**src/rtl/utx_pkg.sv**
```systemverilog
package utx_pkg;

    localparam int OVERSAMPLE = 16;
    localparam int FRAME_BITS = 10;
    localparam int PH_W       = $clog2(OVERSAMPLE);
    localparam int IDX_W      = $clog2(FRAME_BITS);

    typedef enum logic {
        SH_IDLE = 1'b0,
        SH_BUSY = 1'b1
    } sh_state_e;

    typedef struct packed {
        logic [FRAME_BITS-1:0] bits;
        logic [IDX_W-1:0]      idx;
        logic [PH_W-1:0]       phase;
    } shift_ctx_t;

    function automatic logic [FRAME_BITS-1:0] pack_frame(input logic [7:0] b);
        return {1'b1, b, 1'b0};
    endfunction

endpackage

```
**src/rtl/utx_tick_gen.sv**
```systemverilog
module utx_tick_gen #(
    parameter int DIV_W       = 16,
    parameter int SYNC_STAGES = 2
) (
    input  logic             clk,
    input  logic             rst,
    input  logic             ext_sel,
    input  logic [DIV_W-1:0] div,
    input  logic             ext_clk,
    output logic             tick,
    output logic             sck_out,
    output logic             sck_oe
);

    localparam int SH_W = SYNC_STAGES + 1;

    logic [DIV_W-1:0] cnt;
    logic [DIV_W-1:0] last;
    logic             wrap;
    logic [SH_W-1:0]  sync_q;
    logic             ext_rise;

    assign last = (div <= DIV_W'(1)) ? '0 : div - DIV_W'(1);
    assign wrap = (cnt >= last);

    always_ff @(posedge clk) begin
        if (rst) cnt <= '0;
        else     cnt <= wrap ? '0 : cnt + DIV_W'(1);
    end

    always_ff @(posedge clk) begin
        if (rst) sync_q <= '0;
        else     sync_q <= {sync_q[SH_W-2:0], ext_clk};
    end

    assign ext_rise = sync_q[SH_W-2] & ~sync_q[SH_W-1];

    assign tick    = ext_sel ? ext_rise : wrap;
    assign sck_oe  = ~ext_sel;
    assign sck_out = ~ext_sel & (cnt < (div >> 1));

endmodule

```
**src/rtl/utx_fifo.sv**
```systemverilog
module utx_fifo #(
    parameter int DEPTH = 16,
    parameter int DW    = 8
) (
    input  logic          clk,
    input  logic          rst,
    input  logic          flush,
    input  logic          push,
    input  logic [DW-1:0] din,
    input  logic          pop,
    output logic [DW-1:0] dout,
    output logic          full,
    output logic          empty,
    output logic          ovf,
    output logic          accepted
);

    localparam int AW = $clog2(DEPTH);

    logic [DW-1:0] mem [DEPTH];
    logic [AW:0]   wptr, rptr;
    logic          do_pop;

    assign empty    = (wptr == rptr);
    assign full     = (wptr[AW] != rptr[AW]) && (wptr[AW-1:0] == rptr[AW-1:0]);
    assign accepted = push & ~full & ~flush;
    assign do_pop   = pop & ~empty & ~flush;
    assign dout     = mem[rptr[AW-1:0]];

    always_ff @(posedge clk) begin
        if (accepted) mem[wptr[AW-1:0]] <= din;
    end

    always_ff @(posedge clk) begin
        if (rst || flush) begin
            wptr <= '0;
            rptr <= '0;
        end else begin
            if (accepted) wptr <= wptr + 1'b1;
            if (do_pop)   rptr <= rptr + 1'b1;
        end
    end

    always_ff @(posedge clk) begin
        if (rst || flush)               ovf <= 1'b0;
        else if (push && full)          ovf <= 1'b1;
    end

endmodule

```
**src/rtl/utx_shifter.sv**
```systemverilog
module utx_shifter
    import utx_pkg::*;
(
    input  logic       clk,
    input  logic       rst,
    input  logic       tx_en,
    input  logic       tick,
    input  logic       src_empty,
    input  logic [7:0] src_data,
    output logic       pop,
    output logic       frame_done,
    output logic       txd
);

    sh_state_e  state;
    shift_ctx_t ctx;
    logic       bit_end, last_bit;

    assign bit_end    = (ctx.phase == PH_W'(OVERSAMPLE - 1));
    assign last_bit   = bit_end && (ctx.idx == IDX_W'(FRAME_BITS - 1));
    assign frame_done = tick && tx_en && (state == SH_BUSY) && last_bit;
    assign pop        = tick && tx_en && !src_empty &&
                        ((state == SH_IDLE) || last_bit);
    assign txd        = (tx_en && state == SH_BUSY) ? ctx.bits[0] : 1'b1;

    always_ff @(posedge clk) begin
        if (rst || !tx_en) begin
            state <= SH_IDLE;
            ctx   <= '{bits: '1, idx: '0, phase: '0};
        end else if (tick) begin
            if (pop) begin
                state <= SH_BUSY;
                ctx   <= '{bits: pack_frame(src_data), idx: '0, phase: '0};
            end else if (state == SH_BUSY) begin
                if (last_bit) begin
                    state <= SH_IDLE;
                    ctx   <= '{bits: '1, idx: '0, phase: '0};
                end else begin
                    ctx.phase <= ctx.phase + 1'b1;
                    if (bit_end) begin
                        ctx.bits <= {1'b1, ctx.bits[FRAME_BITS-1:1]};
                        ctx.idx  <= ctx.idx + 1'b1;
                    end
                end
            end
        end
    end

endmodule

```
**src/rtl/utx_fifo_tx.sv**
```systemverilog
module utx_fifo_tx
    import utx_pkg::*;
#(
    parameter int DEPTH = 16,
    parameter int DIV_W = 16
) (
    input  logic             clk,
    input  logic             rst,
    input  logic             tx_en,
    input  logic             clk_sel,
    input  logic [DIV_W-1:0] baud_div,
    input  logic             ext_clk16,
    input  logic             fifo_rst,
    input  logic             wr_valid,
    input  logic [7:0]       wr_data,
    output logic             fifo_full,
    output logic             fifo_empty,
    output logic             ovf,
    output logic             tx_end,
    output logic             txd,
    output logic             sck_out,
    output logic             sck_oe
);

    logic       tick;
    logic       pop, frame_done, wr_ok;
    logic [7:0] head;

    utx_tick_gen #(.DIV_W(DIV_W), .SYNC_STAGES(2)) u_tick (
        .clk(clk), .rst(rst), .ext_sel(clk_sel), .div(baud_div),
        .ext_clk(ext_clk16), .tick(tick), .sck_out(sck_out), .sck_oe(sck_oe)
    );

    utx_fifo #(.DEPTH(DEPTH), .DW(8)) u_fifo (
        .clk(clk), .rst(rst), .flush(fifo_rst), .push(wr_valid),
        .din(wr_data), .pop(pop), .dout(head), .full(fifo_full),
        .empty(fifo_empty), .ovf(ovf), .accepted(wr_ok)
    );

    utx_shifter u_shift (
        .clk(clk), .rst(rst), .tx_en(tx_en), .tick(tick),
        .src_empty(fifo_empty), .src_data(head), .pop(pop),
        .frame_done(frame_done), .txd(txd)
    );

    always_ff @(posedge clk) begin
        if (rst)                              tx_end <= 1'b1;
        else if ((wr_ok && tx_en) || pop)     tx_end <= 1'b0;
        else if (frame_done && fifo_empty)    tx_end <= 1'b1;
    end

endmodule

```
**config.mk**
```make
export PLATFORM = sky130hd
export DESIGN_NAME = utx_fifo_tx
export DESIGN_NICKNAME = d
export VERILOG_FILES = /design/src/rtl/utx_pkg.sv /design/src/rtl/utx_tick_gen.sv /design/src/rtl/utx_fifo.sv /design/src/rtl/utx_shifter.sv /design/src/rtl/utx_fifo_tx.sv
export SDC_FILE = /design/constraint.sdc
export NUM_CORES = 1
export LEC_CHECK = 0
export BUFFER_PORTS_ARGS = -buffer_cell sky130_fd_sc_hd__buf_4
export CAP_MARGIN = 20
export CORE_ASPECT_RATIO = 1.2
export CORE_MARGIN = 5
export CORE_UTILIZATION = 51
export CTS_CLUSTER_SIZE = 16
export DETAILED_ROUTE_END_ITERATION = 10
export GPL_TIMING_DRIVEN = 0
export PLACE_DENSITY = 0.67
export SYNTH_ARGS = -nofsm -noshare
export SYNTH_HDL_FRONTEND = slang
export SYNTH_HIERARCHICAL = 1
export SYNTH_SLANG_ARGS = --single-unit
export TNS_END_PERCENT = 100
```
**constraint.sdc**
```tcl
create_clock -name clk -period 5.3 [get_ports clk]
set_input_delay 0.795 -clock clk [delete_from_list [all_inputs] [get_ports clk]]
set_output_delay 0.795 -clock clk [all_outputs]
set_load 0.1 [all_outputs]
```
==> run metrics, run 1 <==
TritonCTS clock tree=yes; CORE AREA=16,920 sq um; library cells used by synthesis=just over 70; GRT Util Overall=about a fifth; Initial Utilization=52.04%; Power, Total=a little under 3000 uW; Yosys top cell area share=~44%; CP Launch Type=primary input; dpl hpwl=approximately 14,000 um; Fill cells=between 1k and 1.5k; RePlAce Congestion=around 0.91; final setup margin=~0.27 ns; Root Driver=clkbuf_16; drt wl/cell=slightly above 20 um; Final ANT Viol Nets=0; register area share after synthesis=55.71%; dpl ws=-0.3233 ns; later-pin clock latency in the skew report=about 0.44 ns; async set-reset flop share out of synthesis=0%; Max-slew headroom=a little under half; cell area after layout=roughly 10,000 sq um; fin crit period=5.030 ns; Slew Limit Fails=0; vias per std cell=roughly 6; Setup Skew=between 0.01 and 0.015 ns; Worst Hold Class=reg -> reg; antenna fix cells=0; # placed instances=910; hold buffer count at CTS=0; clock buffers created by TritonCTS=17; Synth area leader=edfxtp_1; register bit total from synthesis=roughly 180; commonest non-fill, non-tap cell in the layout=edfxtp_1; vias in the first global route=5,773; H-Tree Level Count=4; crit path cell chain=buf_4 -> or4_1 -> nor4_2 -> nand3_1 -> clkbuf_1 -> nand2_1 -> ha_1 -> and3_1 -> a221oi_1 -> o2bb2ai_2 -> o41a_1 -> nand3b_2 -> nor2_2 -> nand4_1 -> a21oi_1 -> a311o_1; worst r2r src=u_tick/cnt[5]; final WL=19,070 um; RSZ-0062 raised after global routing=false; clock slew at reported path FFs=~0.070 ns; Cell Pwr Density=between 200 and 300 nW/um^2; Max-Cap Viols=0; ys flop type=edfxtp_1; postcts setup bufs=0; first-pass GRT wire length=30,140 um; critical path fanouts, max=10; row cnt=52; Lkg Pwr=around 0.0035 uW; die width=about 130 um; Resized cells post-CTS=0; number of synthesis warnings=6; # DRC=0; fraction of layout cells with a size suffix above 1=22.01%; final-report setup violation count=0; most frequent cells in the layout=edfxtp_1, dfxtp_1, buf_4; Post-Syn Area per Cell=13.71 sq um; Critical Path AT=5.35 ns; clk buf depth=2; # IOs=38; Chip Height=roughly 150 um; number of synthesized flops with an enable pin=between 100 and 150; setup TNS=0 ns; Post-Layout Cell Count=around 940; largest net degree at the start of global routing=20; Synth Cell Area=~8800 sq um; FMAX=around 200 MHz; status=finished, final reports clean; via count=between 5k and 6k; CP required=between 5 and 6 ns; crit share post-route=94.91%; CP max stage delay=between 0.5 and 0.6 ns; Worst setup EP type=flop; synth top area cells=edfxtp_1, dfxtp_1, mux4_2, ha_1, mux4_1; CP max stage cell=o41a_1; Synth Net Count=just over 700; Post-DP Area=9497 sq um; drt pass-1 iters=4; Final nets=slightly below 800; initial detailed-routing violation count=around 360; initial antenna violation count=0; P&R area growth vs syn=14.62%; Mapped Cells=roughly 640; critical path type=in -> reg; gr ovfl total=0; DIE AREA=about 20,000 sq um; maximum VDD drop=0.0002547 V; Hold Path Origin=u_tick/sync_q[1]; launch point of the worst path=baud_div[11]; Final Hold Viols=0; CTS Sinks=roughly 180; port bufs=37; worst-margin pin slew=0.8248 ns
-- stage by stage --
step / hold WS [ns] / utilization, %
global route: 0.4716 / 59.65
detailed placement: 0.4356 / 56.14
finish: 0.4408 / 59.65
CTS: 0.4517 / 59.57
floorplan: 0.4072 / -
global placement: 0.4363 / 55.28
-- layer usage --
metal | track usage [%] | part of all wire (%)
met4 | 9.109 | 2.9
met5 | 0 | 0
met2 | 34.06 | 53
met1 | 23.81 | 41
met3 | 3.539 | 3.3
-- synth_stat cells, drive strengths merged (2+ instances only) --
master   count
a2111o       2
a2111oi      5
a211oi       2
a21o         4
a21oi       20
a311o        4
a31oi        3
and3         5
and4         6
buf         15
clkbuf      12
dfxtp       53
edfxtp     128
ha          41
inv         29
mux2i        8
mux4        40
nand2       42
nand2b       7
nand3       13
nand3b       4
nand4       12
nor2        20
nor2b        5
nor3        19
nor4        32
nor4b        2
o211ai      11
o21a         3
o21ai       23
o31ai        3
o32ai        7
o41ai        2
or2          2
or3          5
or4          6
xnor2       25
xor2         6
-- final timing paths --
check / slack [ns] / endpoint / cells after the start
min reg2reg: 0.44 / u_tick/sync_q[2] / 2
min: 0.44 / u_tick/sync_q[2] / 2
max reg2reg: 1.90 / flop / 10
max: 0.27 / flop / 16
-- where the power goes --
part / internal [uW] / switching [uW]
Clock: 633 / 582
Sequential: 1520 / 6.42
Combinational: 57.6 / 99.3
-- cell type report --
class	instances	area, sq um	share of cell area (%)
repair buffers	53	377.9	3.745
clock inverters	14	151.4	1.500
inverters	29	108.9	1.079
clock buffers	18	429.2	4.253
well taps	216	270.3	2.678
flip-flops and latches	181	4905	48.61
plain buffers	27	188.9	1.872
multi-input cells	405	3660	36.27
-- logic make-up (layout without fill, tap and decap cells) --
| kind of cell | after synthesis | in the layout | share of synthesized area (%) |
|---|---|---|---|
| simple gates | 185 | 185 | 11.91 |
| xor+xnor | 31 | 31 | 3.169 |
| fa+ha+maj | 41 | 41 | 5.827 |
| buf+inv | 56 | 141 | 3.382 |
| mux | 48 | 48 | 11.48 |
| compound gates | 100 | 100 | 8.513 |
| flops | 181 | 181 | 55.71 |
-- state kept, by name (all words and copies together), names as in the netlist, named ones only --
signal	flops
u_tick/cnt	16
u_fifo/mem	128
tx_end	1
u_tick/sync_q	3
u_shift/state	1
u_fifo/wptr	5
u_fifo/rptr	5
u_fifo/ovf	1
u_shift/ctx	17
-- worst max-delay path: cells and delay by family --
kind,cells,cell delay [ns]
and+or+nand+nor,8,2.14
AOI/OAI and AO/OA,5,1.75
buffers and inverters,2,0.41
adders and majority gates,1,0.24
No activity file was read; power rests on OpenSTA's default activity.
==> run 2: changes to the inputs <==
==> constraint.sdc (replaced) <==
create_clock -name clk -period 6.3 [get_ports clk]
set_input_delay 0.945 -clock clk [delete_from_list [all_inputs] [get_ports clk]]
set_output_delay 0.945 -clock clk [all_outputs]
set_load 0.1 [all_outputs]
==> run metrics, run 2 (synthesized netlist as in run 1, its figures left out) <==
row cnt=52; Initial Utilization=52.04%; CP max stage cell=or4_1; Combinational Power Share=5.4%; Setup Skew=around 0.0085 ns; # IOs=38; most frequent cells in the layout=edfxtp_1, dfxtp_1, buf_4; first-pass GRT wire length=around 30,000 um; WHS=about 0.44 ns; dpl hpwl=approximately 14,000 um; CP Launch Type=primary input; initial antenna violation count=0; Final ANT Viol Nets=0; Resized cells post-CTS=0; die width=~130 um; Lkg Pwr=0.003482 uW; CORE AREA=16,920 sq um; part of the power in the clock network=a little over two fifths; gr ovfl total=0; Chip Height=153.9 um; CP max stage delay=0.62 ns; port bufs=37; critical path fanouts, max=10; vias per std cell=~6.0; largest net degree at the start of global routing=20; CP Buf/Inv Count=2; hold buffer count at CTS=0; later-pin clock latency in the skew report=between 0.4 and 0.5 ns; Worst setup EP type=flop; drt pass-1 iters=5; RePlAce Congestion=between 0.9 and 1; maximum VDD drop=~0.00021 V; Max-slew headroom=a little under half; clock slew at reported path FFs=~0.07 ns; P_int=between 1500 and 2000 uW; clock buffers created by TritonCTS=17; FMAX=between 150 and 200 MHz; H-Tree Level Count=4; M2 GR Usage=~34%; postcts setup bufs=0; fraction of layout cells with a size suffix above 1=approximately 22%; # DRC=0; crit share post-route=84.95%; Slew Limit Fails=0; Critical Path AT=~5.7 ns; worst-margin pin slew=slightly above 0.8 ns; setup TNS=0 ns; RSZ-0062 raised after global routing=false; via count=approximately 5.7k; met3 usage=roughly 3.5%; Seq pwr share=between 50% and 60%; Final nets=786; Fill cells=~1.3k; status=finished, final reports clean; crit path cell chain=buf_4 -> or4_1 -> nor3_1 -> nand3_1 -> clkbuf_1 -> nand2_1 -> ha_1 -> and3_1 -> a221oi_1 -> o2bb2ai_1 -> o41a_1 -> nand3b_2 -> nor2_1 -> nand4_1 -> a2111o_1 -> o21ai_0; drt wl/cell=between 20 and 25 um; switching power=581.6 uW; initial detailed-routing violation count=roughly 350; clk buf depth=2; GR Layer Usage met1=between 20% and 30%; Final Hold Viols=0; DIE AREA=~20,000 sq um; Cell Pwr Density=242.0 nW/um^2; TritonCTS clock tree=yes; fin crit period=about 5.4 ns; Worst Hold Class=reg -> reg; commonest non-fill, non-tap cell in the layout=edfxtp_1; switching share of total power=around a quarter; antenna fix cells=0; final-report setup violation count=0; Root Driver=clkbuf_16; vias in the first global route=roughly 5.8k; CTS Sinks=181; final WL=~19,000 um; Max-Cap Viols=0; CP required=between 6 and 7 ns; GRT Util Overall=between 10% and 20%; critical path type=in -> reg; P&R area growth vs syn=14.53%; gr busiest metal=met2; kind of cell adding the most delay to the critical path=simple AND/OR/NAND/NOR gates; Largest register FFs=128
run 2: layer usage:
metal | vias up | share of wire (%)
met4 | 0 | 2.9
met3 | 37 | 3.3
met5 | - | 0
li1 | 2702 | -
met1 | 2827 | 41
met2 | 129 | 53
run 2: final cells by class:
cell class / instances / area [sq um] / share of cell area [%]
clock buffers: 18 / 429.2 / 4.257
multi-input cells: 405 / 3651 / 36.21
inverters: 29 / 108.9 / 1.080
clock inverters: 14 / 151.4 / 1.502
repair buffers: 53 / 377.9 / 3.748
well taps: 216 / 270.3 / 2.681
plain buffers: 27 / 188.9 / 1.874
flip-flops and latches: 181 / 4905 / 48.65
run 2: power by group through the flow:
stage          clock network, uW  logic (uW)  registers, uW
2_1_floorplan                  0        71.9           1310
3_3_place_gp                   0         124           1310
3_5_place_dp                   0         131           1310
4_1_cts                     1050         132           1280
5_1_grt                     1100         145           1280
6_report                    1020         132           1280
run 2: stage by stage:
stage	worst slack [ns]	util, %	instances	instance area [sq um]	total power [uW]
CTS	1.017	59.57	942	10080	2464
detailed placement	0.5267	56.14	910	9497	1442
finish	0.9483	59.60	943	10080	2440
global placement	0.5583	55.28	895	9351	1434
global route	0.5326	59.60	943	10080	2530
floorplan	1.597	-	642	8803	1384
run 2: path summary, 6_finish.rpt:
kind / from / endpoint / slack (ns) / cells after the start
max: baud_div[4] / flop / 0.95 / 16
min: u_tick/sync_q[1] / u_tick/sync_q[2] / 0.44 / 2
max reg2reg: u_tick/cnt[11] / flop / 2.62 / 10
min reg2reg: u_tick/sync_q[1] / u_tick/sync_q[2] / 0.44 / 2
run 2: worst min-delay path: stages, from the launching register on:
cell and delay [ns]:
dfxtp_1 0.30, inv_1 0.06, nor2_1 0.04
